<file path="src/rtl/flcmd_pkg.sv">
// Shared command codes, read modes and sequence states for the flash
// command decoder. Assumes byte-wide command values on each lane.
package flcmd_pkg;
    localparam logic [7:0] OP_RD_ARRAY    = 8'hFF;
    localparam logic [7:0] OP_RD_IDENT    = 8'h90;
    localparam logic [7:0] OP_RD_STATUS   = 8'h70;
    localparam logic [7:0] OP_CLR_STATUS  = 8'h50;
    localparam logic [7:0] OP_PROG_SETUP  = 8'h40;
    localparam logic [7:0] OP_ERASE_SETUP = 8'h20;
    localparam logic [7:0] OP_LOCK_SETUP  = 8'h60;
    localparam logic [7:0] OP_SUSPEND     = 8'hB0;
    localparam logic [7:0] OP_CONFIRM     = 8'hD0;
    localparam logic [7:0] OP_LOCK_BLOCK  = 8'h01;
    localparam logic [7:0] OP_LOCK_MASTER = 8'hF1;
    localparam logic [7:0] MFR_CODE       = 8'h89;

    typedef enum logic [1:0] {RM_ARRAY, RM_IDENT, RM_STATUS} rmode_t;
    typedef enum logic [1:0] {SQ_CMD, SQ_PROG, SQ_ERASE, SQ_LOCK} seq_t;
endpackage

</file>
<file path="src/rtl/flcmd_timer.sv">
// Busy timer: a start pulse loads BUSY_CYC and the count runs down to zero.
// Assumes start is only raised while the timer is idle.
module flcmd_timer #(
    parameter int BUSY_CYC = 8
) (
    input  logic clk,
    input  logic rst_n,
    input  logic start,
    output logic busy
);
    localparam int CW = $clog2(BUSY_CYC + 1);
    logic [CW-1:0] cnt_q;

    // load on start, count down while non-zero
    always_ff @(posedge clk) begin
        if (!rst_n)              cnt_q <= '0;
        else if (start)          cnt_q <= CW'(BUSY_CYC);
        else if (cnt_q != '0)    cnt_q <= cnt_q - 1'b1;
    end

    assign busy = (cnt_q != '0);
endmodule

</file>
<file path="src/rtl/flcmd_store.sv">
// Behavioural byte array for one lane: AND-programming of one word and
// whole-block erase to 0xFF. Assumes prog_en and erase_en are exclusive.
module flcmd_store #(
    parameter int WORD_AW = 6,
    parameter int BLK_SH  = 3
) (
    input  logic               clk,
    input  logic               rst_n,
    input  logic [WORD_AW-1:0] waddr,
    input  logic               prog_en,
    input  logic [7:0]         prog_data,
    input  logic               erase_en,
    output logic [7:0]         rdata
);
    localparam int DEPTH = 1 << WORD_AW;
    logic [7:0] mem_q [DEPTH];

    // reset to erased, then program (clear bits) or erase (block to 0xFF)
    always_ff @(posedge clk) begin
        for (int i = 0; i < DEPTH; i++) begin
            if (!rst_n)
                mem_q[i] <= 8'hFF;
            else if (erase_en && ((WORD_AW'(i) >> BLK_SH) == (waddr >> BLK_SH)))
                mem_q[i] <= 8'hFF;
            else if (prog_en && (WORD_AW'(i) == waddr))
                mem_q[i] <= mem_q[i] & prog_data;
        end
    end

    assign rdata = mem_q[waddr];
endmodule

</file>
<file path="src/rtl/flcmd_lane.sv">
// One byte lane: command decoder, status flags, lock bits, busy timer and
// storage. Assumes the word address is stable for both cycles of a sequence.
module flcmd_lane
    import flcmd_pkg::*;
#(
    parameter int         WORD_AW  = 6,
    parameter int         BLK_SH   = 3,
    parameter int         BUSY_CYC = 8,
    parameter logic [7:0] DEV_CODE = 8'hA6
) (
    input  logic               clk,
    input  logic               rst_n,
    input  logic               we,
    input  logic [WORD_AW-1:0] waddr,
    input  logic [7:0]         wbyte,
    output logic [7:0]         rbyte,
    output logic               busy_o,
    output logic               pend_o,
    output logic [7:0]         status_o
);
    localparam int NBLK = 1 << (WORD_AW - BLK_SH);

    rmode_t            mode_q, mode_n;
    seq_t              seq_q, seq_n;
    logic              err_e_q, err_e_n, err_p_q, err_p_n, prot_q, prot_n;
    logic [NBLK-1:0]   lock_q, lock_n;
    logic              master_q, master_n;
    logic              start, prog_en, erase_en, busy;
    logic [7:0]        arr_byte;
    logic [WORD_AW-BLK_SH-1:0] blk;

    assign blk = waddr[WORD_AW-1:BLK_SH];

    flcmd_timer #(.BUSY_CYC(BUSY_CYC)) u_timer (
        .clk(clk), .rst_n(rst_n), .start(start), .busy(busy)
    );

    flcmd_store #(.WORD_AW(WORD_AW), .BLK_SH(BLK_SH)) u_store (
        .clk(clk), .rst_n(rst_n), .waddr(waddr), .prog_en(prog_en),
        .prog_data(wbyte), .erase_en(erase_en), .rdata(arr_byte)
    );

    // decode a bus write into next state, flag updates and array actions
    always_comb begin
        mode_n = mode_q;  seq_n = seq_q;
        err_e_n = err_e_q; err_p_n = err_p_q; prot_n = prot_q;
        lock_n = lock_q;  master_n = master_q;
        start = 1'b0; prog_en = 1'b0; erase_en = 1'b0;
        if (we && busy) begin
            if (wbyte == OP_RD_STATUS) mode_n = RM_STATUS;
        end else if (we) begin
            unique case (seq_q)
                SQ_CMD: begin
                    case (wbyte)
                        OP_RD_ARRAY:    mode_n = RM_ARRAY;
                        OP_RD_IDENT:    mode_n = RM_IDENT;
                        OP_RD_STATUS:   mode_n = RM_STATUS;
                        OP_SUSPEND:     mode_n = RM_STATUS;
                        OP_CLR_STATUS:  begin err_e_n = 1'b0; err_p_n = 1'b0; prot_n = 1'b0; end
                        OP_PROG_SETUP:  begin seq_n = SQ_PROG;  mode_n = RM_STATUS; end
                        OP_ERASE_SETUP: begin seq_n = SQ_ERASE; mode_n = RM_STATUS; end
                        OP_LOCK_SETUP:  begin seq_n = SQ_LOCK;  mode_n = RM_STATUS; end
                        default:        begin err_e_n = 1'b1; err_p_n = 1'b1; mode_n = RM_STATUS; end
                    endcase
                end
                SQ_PROG: begin
                    seq_n = SQ_CMD;
                    if (lock_q[blk]) begin err_p_n = 1'b1; prot_n = 1'b1; end
                    else begin prog_en = 1'b1; start = 1'b1; end
                end
                SQ_ERASE: begin
                    seq_n = SQ_CMD;
                    if (wbyte != OP_CONFIRM) begin err_e_n = 1'b1; err_p_n = 1'b1; end
                    else if (lock_q[blk]) begin err_e_n = 1'b1; prot_n = 1'b1; end
                    else begin erase_en = 1'b1; start = 1'b1; end
                end
                SQ_LOCK: begin
                    seq_n = SQ_CMD;
                    case (wbyte)
                        OP_LOCK_BLOCK:
                            if (master_q) begin err_p_n = 1'b1; prot_n = 1'b1; end
                            else begin lock_n[blk] = 1'b1; start = 1'b1; end
                        OP_LOCK_MASTER: begin master_n = 1'b1; start = 1'b1; end
                        OP_CONFIRM:
                            if (master_q) begin err_e_n = 1'b1; prot_n = 1'b1; end
                            else begin lock_n = '0; start = 1'b1; end
                        default: begin err_e_n = 1'b1; err_p_n = 1'b1; end
                    endcase
                end
            endcase
        end
    end

    // state and flag registers
    always_ff @(posedge clk) begin
        if (!rst_n) begin
            mode_q <= RM_ARRAY; seq_q <= SQ_CMD;
            err_e_q <= 1'b0; err_p_q <= 1'b0; prot_q <= 1'b0;
            lock_q <= '0; master_q <= 1'b0;
        end else begin
            mode_q <= mode_n; seq_q <= seq_n;
            err_e_q <= err_e_n; err_p_q <= err_p_n; prot_q <= prot_n;
            lock_q <= lock_n; master_q <= master_n;
        end
    end

    assign status_o = {~busy, 1'b0, err_e_q, err_p_q, 1'b0, 1'b0, prot_q, 1'b0};
    assign busy_o   = busy;
    assign pend_o   = (seq_q != SQ_CMD);

    // read data select by mode; a pending sequence always reads status
    always_comb begin
        if (seq_q != SQ_CMD || mode_q == RM_STATUS) rbyte = status_o;
        else if (mode_q == RM_IDENT)
            rbyte = (waddr == '0) ? MFR_CODE :
                    (waddr == WORD_AW'(1)) ? DEV_CODE : 8'h00;
        else rbyte = arr_byte;
    end
endmodule

</file>
<file path="src/rtl/flash_cmd_decoder.sv">
// Top: LANES identical command lanes behind a shared word address.
// Assumes the two low address bits select nothing (whole-word access).
module flash_cmd_decoder #(
    parameter int         LANES    = 4,
    parameter int         WORD_AW  = 6,
    parameter int         BLK_SH   = 3,
    parameter int         BUSY_CYC = 8,
    parameter logic [7:0] DEV_CODE = 8'hA6
) (
    input  logic                 clk,
    input  logic                 rst_n,
    input  logic                 bus_we,
    input  logic [WORD_AW+1:0]   bus_addr,
    input  logic [LANES*8-1:0]   bus_wdata,
    output logic [LANES*8-1:0]   bus_rdata
);
    logic [WORD_AW-1:0] waddr;
    logic [LANES-1:0]   busy_vec, pend_vec;
    logic [LANES*8-1:0] stat_vec;
    logic               addr_lsb_unused;

    assign waddr           = bus_addr[WORD_AW+1:2];
    assign addr_lsb_unused = ^bus_addr[1:0];

    for (genvar g = 0; g < LANES; g++) begin : g_lane
        flcmd_lane #(
            .WORD_AW(WORD_AW), .BLK_SH(BLK_SH),
            .BUSY_CYC(BUSY_CYC), .DEV_CODE(DEV_CODE)
        ) u_lane (
            .clk(clk), .rst_n(rst_n), .we(bus_we), .waddr(waddr),
            .wbyte(bus_wdata[g*8 +: 8]), .rbyte(bus_rdata[g*8 +: 8]),
            .busy_o(busy_vec[g]), .pend_o(pend_vec[g]),
            .status_o(stat_vec[g*8 +: 8])
        );
    end
endmodule

</file>
<file path="config.mk">
export PLATFORM = sky130hd
export DESIGN_NAME = flash_cmd_decoder
export DESIGN_NICKNAME = d
export VERILOG_FILES = /design/src/rtl/flcmd_pkg.sv /design/src/rtl/flcmd_timer.sv /design/src/rtl/flcmd_store.sv /design/src/rtl/flcmd_lane.sv /design/src/rtl/flash_cmd_decoder.sv
export SDC_FILE = /design/constraint.sdc
export NUM_CORES = 2
export LEC_CHECK = 0
export BUFFER_PORTS_ARGS = -buffer_cell sky130_fd_sc_hd__buf_2
export CAP_MARGIN = 20
export CORE_MARGIN = 2
export CORE_UTILIZATION = 50
export CTS_BUF_LIST = sky130_fd_sc_hd__clkbuf_4
export DETAILED_ROUTE_END_ITERATION = 7
export MAX_ROUTING_LAYER = met4
export PLACE_DENSITY = 0.65
export SYNTH_ARGS = -nofsm -noshare
export SYNTH_HDL_FRONTEND = slang
export SYNTH_SLANG_ARGS = --single-unit
</file>
<file path="constraint.sdc">
create_clock -name clk -period 8.3 [get_ports clk]
set_clock_uncertainty 0.2 [all_clocks]
set_input_delay 1.245 -clock clk [delete_from_list [all_inputs] [get_ports clk]]
set_output_delay 1.245 -clock clk [all_outputs]
set_load 0.05 [all_outputs]
</file>
======== Yosys cells after proc, flatten, opt, wreduce, memory -nomap -nowiden ========
Memories as Yosys holds them, arrays and structs flattened.
Index checks and enable logic that the tools add are counted.
operators by class
  add/sub/neg operators ................... 4
  $mul .................................... 0
  div/mod/pow operators ................... 0
  order comparisons ....................... 2
  equality and inequality tests ........... 207
  shifts and indexed selects .............. 0
  mux-type cells .......................... 1,809
  bitwise operators ....................... 781
  reductions and logical operators ........ 383
operator list
  kind                  count
  $mux W8               530
  $and A8 B8 Y8         256
  $mux W1               1,202
  $or A1 B1 Y1          512
  $logic_and A1 B1 Y1   293
  $eq A6 B6 Y1 const A  32
  $eq A8 B8 Y1 const B  20
  $eq A8 B7 Y1 const B  16
  $eq A5 B6 Y1 const A  16
  $ne A2 B2 Y1 const B  36
  $pmux W8 S2           4
  $reduce_and A7 Y1     8
  $eq A4 B6 Y1 const A  8
  $pmux W2 S3           8
  $reduce_and A6 Y1     8
  $reduce_bool A2 Y1    20
  $eq A8 B1 Y1 const B  4
  $eq A8 B6 Y1 const B  4
  $mux W2               16
  $mux W4               8
  $ne A2 B1 Y1 const B  16
  $ne A8 B8 Y1 const B  4
  $or A8 B8 Y8          4
  $pmux W1 S2           16
  31 further kinds      145
word-level totals
  bits in registers ....................... 80
  latch bits .............................. 0
  bits in writable memories ............... 2,048
  bits in read-only memories .............. 0
  input port bits ......................... 43
  output and inout port bits .............. 32
  logic and storage cells ................. 3,226
  memories ................................ 4
memory list
  name                            words  width  read ports  clocked after memory_dff  write ports  line               RTL
  g_lane[0].u_lane.u_store.mem_q  64     8      65          0                         64           flcmd_store.sv:16  logic [7:0] mem_q [DEPTH];
  g_lane[1].u_lane.u_store.mem_q  64     8      65          0                         64           flcmd_store.sv:16
  g_lane[2].u_lane.u_store.mem_q  64     8      65          0                         64           flcmd_store.sv:16
  g_lane[3].u_lane.u_store.mem_q  64     8      65          0                         64           flcmd_store.sv:16

======== Depth between registers and ports, before layout ========
  word-level depth ........................ 13
  depth in mapped cells ................... 12
  gate-level depth less buffers ........... 8

======== Modules after synthesis ========
Synthesis repeated with hierarchy kept, for this count alone.
unflattened totals
  cell total of the unflattened synthesis .. 8,172
  area total of the unflattened synthesis .. 103,650.7 µm²
modules (own cells, without submodules)
  module                                      times used  cells each  area an instance (µm²)  seq. area each (µm²)
  flcmd_store (g_lane[2].u_lane.u_store ...)  2           1,792       24,384.6                15,374.7
  flcmd_store (g_lane[1].u_lane.u_store)      1           1,887       24,282.0                15,374.7
  flcmd_store (g_lane[0].u_lane.u_store)      1           1,886       24,230.7                15,374.7
  flcmd_lane (g_lane[1].u_lane ...)           2           182         1,411.4                 320.3
  flcmd_lane (g_lane[3].u_lane)               1           188         1,371.3                 320.3
  flcmd_lane (g_lane[0].u_lane)               1           175         1,353.8                 320.3
  flcmd_timer                                 4           22          205.2                   80.1

======== Worst setup path after synthesis ========
OpenSTA, ideal clock, no wires.
  path kind ............................... input port to output port
  start point ............................. input port bus_addr[5]
  end point ............................... output port bus_rdata[5]
  arrival ................................. 4,049 ps
  data required time ...................... 6,855 ps
  setup slack ............................. 2,806 ps
  cell stages on the path ................. 10
  buffers on the path ..................... 5
  path through ............................ buf_2 -> buf_6 -> buf_2 -> nor2b_1 -> clkbuf_1 -> clkbuf_1 -> a22oi_1 -> a21oi_1 -> a21oi_1 -> o31ai_1
between the ends
  cells in the longest elaborated chain, start to end .. 5
  elaborated cells on any way between the ends .. 7
  those cells by class .................... eq/ne (1); mux (4); reduce/logical (1); memory (1)
ends and longest elaborated chain
  item                                                                    line                     RTL
  from (decl)                                                             flash_cmd_decoder.sv:13  input logic [WORD_AW+1:0] bus_addr,
  parallel branches: the longest is 3 deep, another holds $mem_v2 Z64 W8  -
  $mux W8 (*)                                                             flcmd_lane.sv:114        else if (mode_q == RM_IDENT)
  $mux W8 (*)                                                             flcmd_lane.sv:113        if (seq_q != SQ_CMD || mode_q == RM_STATUS) rbyte = status_o;
  to (decl)                                                               flash_cmd_decoder.sv:15  output logic [LANES*8-1:0] bus_rdata
Mark *: on every way between the ends.

======== Worst setup path after layout ========
  start point ............................. input port bus_addr[5]
  end point ............................... output port bus_rdata[1]
The elaborated chain is that of the path after synthesis.

==> results.txt <==
The utilization of the core after routing is 0.561. The layout cell share with drive strength beyond 1 is 0.187. Clock tree synthesis found a total of 2128 sinks. In this run the clock root is driven by a clkbuf_4.

The placed instances occupy a cell area of 107000 um2. The summed area of non-filler cells in the final layout is 115000 um2. Setup repair after global routing left no endpoint under its margin. The instance count of the mapped netlist is ~9000. The final critical-path setup slack came out at 1680 ps. The total area of multi-input combinational cells is roughly 38000 um2. In this run the worst path has a maximum fanout of 31.

Setup violations remaining at the end of the flow were counted as 0. The initial standard-cell utilization of the core is 0.504. The post-cts sizing count came out at 0. The critical path goes through buf_4, nand2b_2, nor2_4, buf_4, a22o_1, a31oi_1, a311oi_1, a2bb2oi_1, buf_2. The placement-stage worst setup slack came out at ~1800 ps. In this run the power density over the cells is around 200 nW/um2. The post-synthesis sequential element count came out at between 2000 and 2500.

The total number of vias came out at about 78000. The number of buffers on the longest clock path is 4. The total wirelength of the detailed-routed design is about 340 mm. The area overhead of the layout relative to synthesis came out at 11.5%. The startpoint-to-endpoint class of the critical path is input port to primary output. For this run, the slowest stage of the critical path takes between 800 and 900 ps. The path class of the tightest hold or removal check is input port to register. TritonCTS built the clock tree.

Counting the buffers created by CTS gives roughly 580. Routability-driven placement finished with a final weighted congestion of a little over 0.9. The number of pins exceeding their max-slew limit in the final report is 0. Summed over all layers, the global routing overflow is 0. Detailed placement finished with a half-perimeter wire length of 220 mm. The tightest hold margin came out at approximately 120 ps. The pin slew with the least headroom to its limit came out at around 1200 ps. The number of nets in the synthesized netlist is between 9000 and 10000.

At the worst endpoint, the arrival time is between 5000 and 6000 ps. The wire length per cell came out at about 27 um. The kind of end point of the critical path is a primary output. Summed over all cells, the static leakage comes to 35.5 nW. The sequential cells in the finished layout cover a total of 63100 um2. The fraction of registers with async set/reset came out at 0.

The depth of the CTS H-tree came out at 6. The number of failing hold endpoints at the final stage is 0. For this run, the total global-route usage over all layers was measured as 0.324. The count of unresolved DRC violations after routing came out at 0. The cell type group with the largest total delay on the critical path is simple AND/OR/NAND/NOR gates. The largest net degree at the start of global routing came out at 98.

In this run the tool buffered the top-level ports with a little over 70 buffer cells. The worst-skew pair later-pin latency is roughly 1500 ps. The number of synthesis warnings is 0.

The number of synthesized flops with an enable pin is between 2000 and 2500. The fmax is around 150 MHz. For this run, the register share of the synthesized area comes to 0.612. The height of the chip is 458 um. Row generation in the floorplan step produced ~170 rows. The vias per cell is 6.18. The count of nets left with antenna violations once routing finished came out at 0.

The I/O pin count is 75. Synthesis instantiated a little under 80 different standard cells from the library. The overall die width came out at 458 um. The max capacitance violation total is 0.

The time the final worst path needs with I/O delays and setup came out at 6620 ps. The core footprint is 205000 um2. The worst setup path is launched from an input port. The number of global-route vias before repair came out at ~74000. For flop-to-flop paths, the worst setup slack is just under 4000 ps. The leading register cell type out of synthesis is edfxtp_1. The run finished with clean final reports. The final-layout fill cell count is between 15000 and 20000.

The floorplan step defined a die boundary enclosing approximately 210000 um2. The worst path required time is roughly 7000 ps. The tightest slew margin relative to the limit came out at 0.191. The critical path buffer and inverter count is 3. The average cell area after synthesis came out at between 10 and 15 um2. For this design, the slowest cell found on the critical path is nor2_4. The net count of the finished layout is approximately 9500. The maximum ir drop on the vdd rail is around 0.15 mV. After routing, the total negative slack on setup checks comes to 0 ps. The clock-pin slew reported for the worst setup and hold paths after clock tree synthesis came out at about 60 ps. The mapped netlist covers roughly 100000 um2.

The initial antenna violation count came to 17. The number of optimization iterations in the first detailed-route pass is 8. The global-route wire length before repair is 488 mm. The most numerous cell type found on the critical path is buf_4. The number of design-rule violations left by the first detailed-router iteration is about 11000. Dividing the final minimum period by the clock period gives 0.798.
[timing repair]
action / in CTS / in global routing
hold buffers: 4 / 0
setup endpoints to repair: 0 / 0
buffers inserted: 0 / 0
hold endpoints to repair: 20 / 0
[cells in the mapped netlist, types with 8 or more instances]
library cell,count,area [um2]
a211oi_1,13,97.6
a21o_1,357,2680
a21oi_1,132,661
a221o_1,8,80.1
a221oi_1,31,272
a22o_1,33,289
a22oi_1,202,1520
a31oi_1,34,213
a41oi_1,10,87.6
and2_1,16,100
and3_1,13,81.3
buf_1,33,124
buf_2,90,450
buf_4,29,218
clkbuf_1,373,1400
dfxtp_1,80,1600
edfxtp_1,2048,61500
ha_1,22,275
inv_1,33,124
mux2_2,10,113
mux2i_1,351,3510
mux4_2,378,8510
nand2_1,3622,13600
nand2b_1,32,200
nand3_1,78,390
nand3_2,8,80.1
nand4_1,24,150
nor2_1,285,1070
nor2_2,37,231
nor2_4,15,169
nor2b_1,22,138
nor3_1,62,310
nor4_1,16,100
o211ai_1,8,60.1
o21ai_0,258,1290
o21ai_1,27,135
o22ai_1,19,119
or2_2,14,87.6
or3_1,20,125
or4_1,9,67.6
[worst reg2reg max path, stage by stage (launching register included)]
cell	delay, ps
dfxtp_1	310
inv_1	90
ha_1	220
nor3b_1	610
and2_0	440
nand4_1	570
a21oi_1	660
nand3_2	390
nand2_1	490
[stage by stage]
step / power (mW) / cells
after floorplan: 13.4 / 8953
after global placement: 14.1 / 11479
after detailed placement: 14.2 / 11531
after CTS: 23.5 / 12492
after global routing: 24.2 / 12552
final: 23.5 / 12557
[power by group]
group          total [mW]  switching [mW]  internal [mW]  leakage [nW]
Clock                9.45            4.50           4.95          4.26
Sequential           11.8          0.0419           11.8          14.5
Combinational        2.23            1.64          0.598          16.7
Total                23.5            6.18           17.3          35.5
[flip-flops by register name, summed over array words and instances (netlist names)]
signal / flops
g_lane.u_lane.err_e_q: 4
g_lane.u_lane.err_p_q: 4
g_lane.u_lane.lock_q: 32
g_lane.u_lane.master_q: 4
g_lane.u_lane.mode_q: 8
g_lane.u_lane.prot_q: 4
g_lane.u_lane.seq_q: 8
g_lane.u_lane.u_store.mem_q: 2048
g_lane.u_lane.u_timer.cnt_q: 16
[layout make-up]
class,instances,share of cell area
sequential,2128,0.549
multi-input combinational,6265,0.329
clock buffer,848,0.0554
timing repair buffer,464,0.0299
tap,2688,0.0293
clock inverter,109,0.00599
inverter,33,0.00108
antenna,22,0.000479
[cell families (layout without fill, tap and decap cells)]
group / count (synthesis) / in the layout / synth area share
AOI/OAI and AO/OA: 1186 / 1186 / 0.0772
xor gates and xnor gates: 4 / 4 / 0.000340
adders and majority gates: 25 / 25 / 0.00296
buffers and inverters: 560 / 1454 / 0.0227
DFF: 2128 / 2128 / 0.612
muxes: 740 / 740 / 0.118
other: 0 / 22 / 0
and+or+nand+nor: 4310 / 4310 / 0.167
[layer usage]
layer  part of all wire  GRT usage
met5                  0          -
met4              0.057      0.167
met3               0.13     0.0825
met2               0.44      0.468
met1               0.37      0.425
[cell usage in the layout, fill, tap and decap left out, types with 132 or more instances in the layout]
cell	netlist	final
buf_4	29	325
mux4_2	378	378
a22oi_1	202	202
clkbuf_4	0	860
nor2_1	285	279
mux2i_1	351	351
o21ai_0	258	257
nand2_1	3622	3622
a21o_1	357	357
edfxtp_1	2048	2048
a21oi_1	132	132
[worst paths after layout]
path | startpoint | to | cells past startpoint
worst min register to register | g_lane[3].u_lane.lock_q[6] | g_lane[3].u_lane.lock_q[6] | 2
worst min-delay path | bus_wdata[29] | g_lane[3].u_lane.u_store.mem_q[49][5] | 3
worst max-delay path | bus_addr[5] | bus_rdata[1] | 9
worst max register to register | g_lane[2].u_lane.u_timer.cnt_q[0] | g_lane[2].u_lane.u_store.mem_q[11][3] | 8
Power figures use the tool's default switching activity.
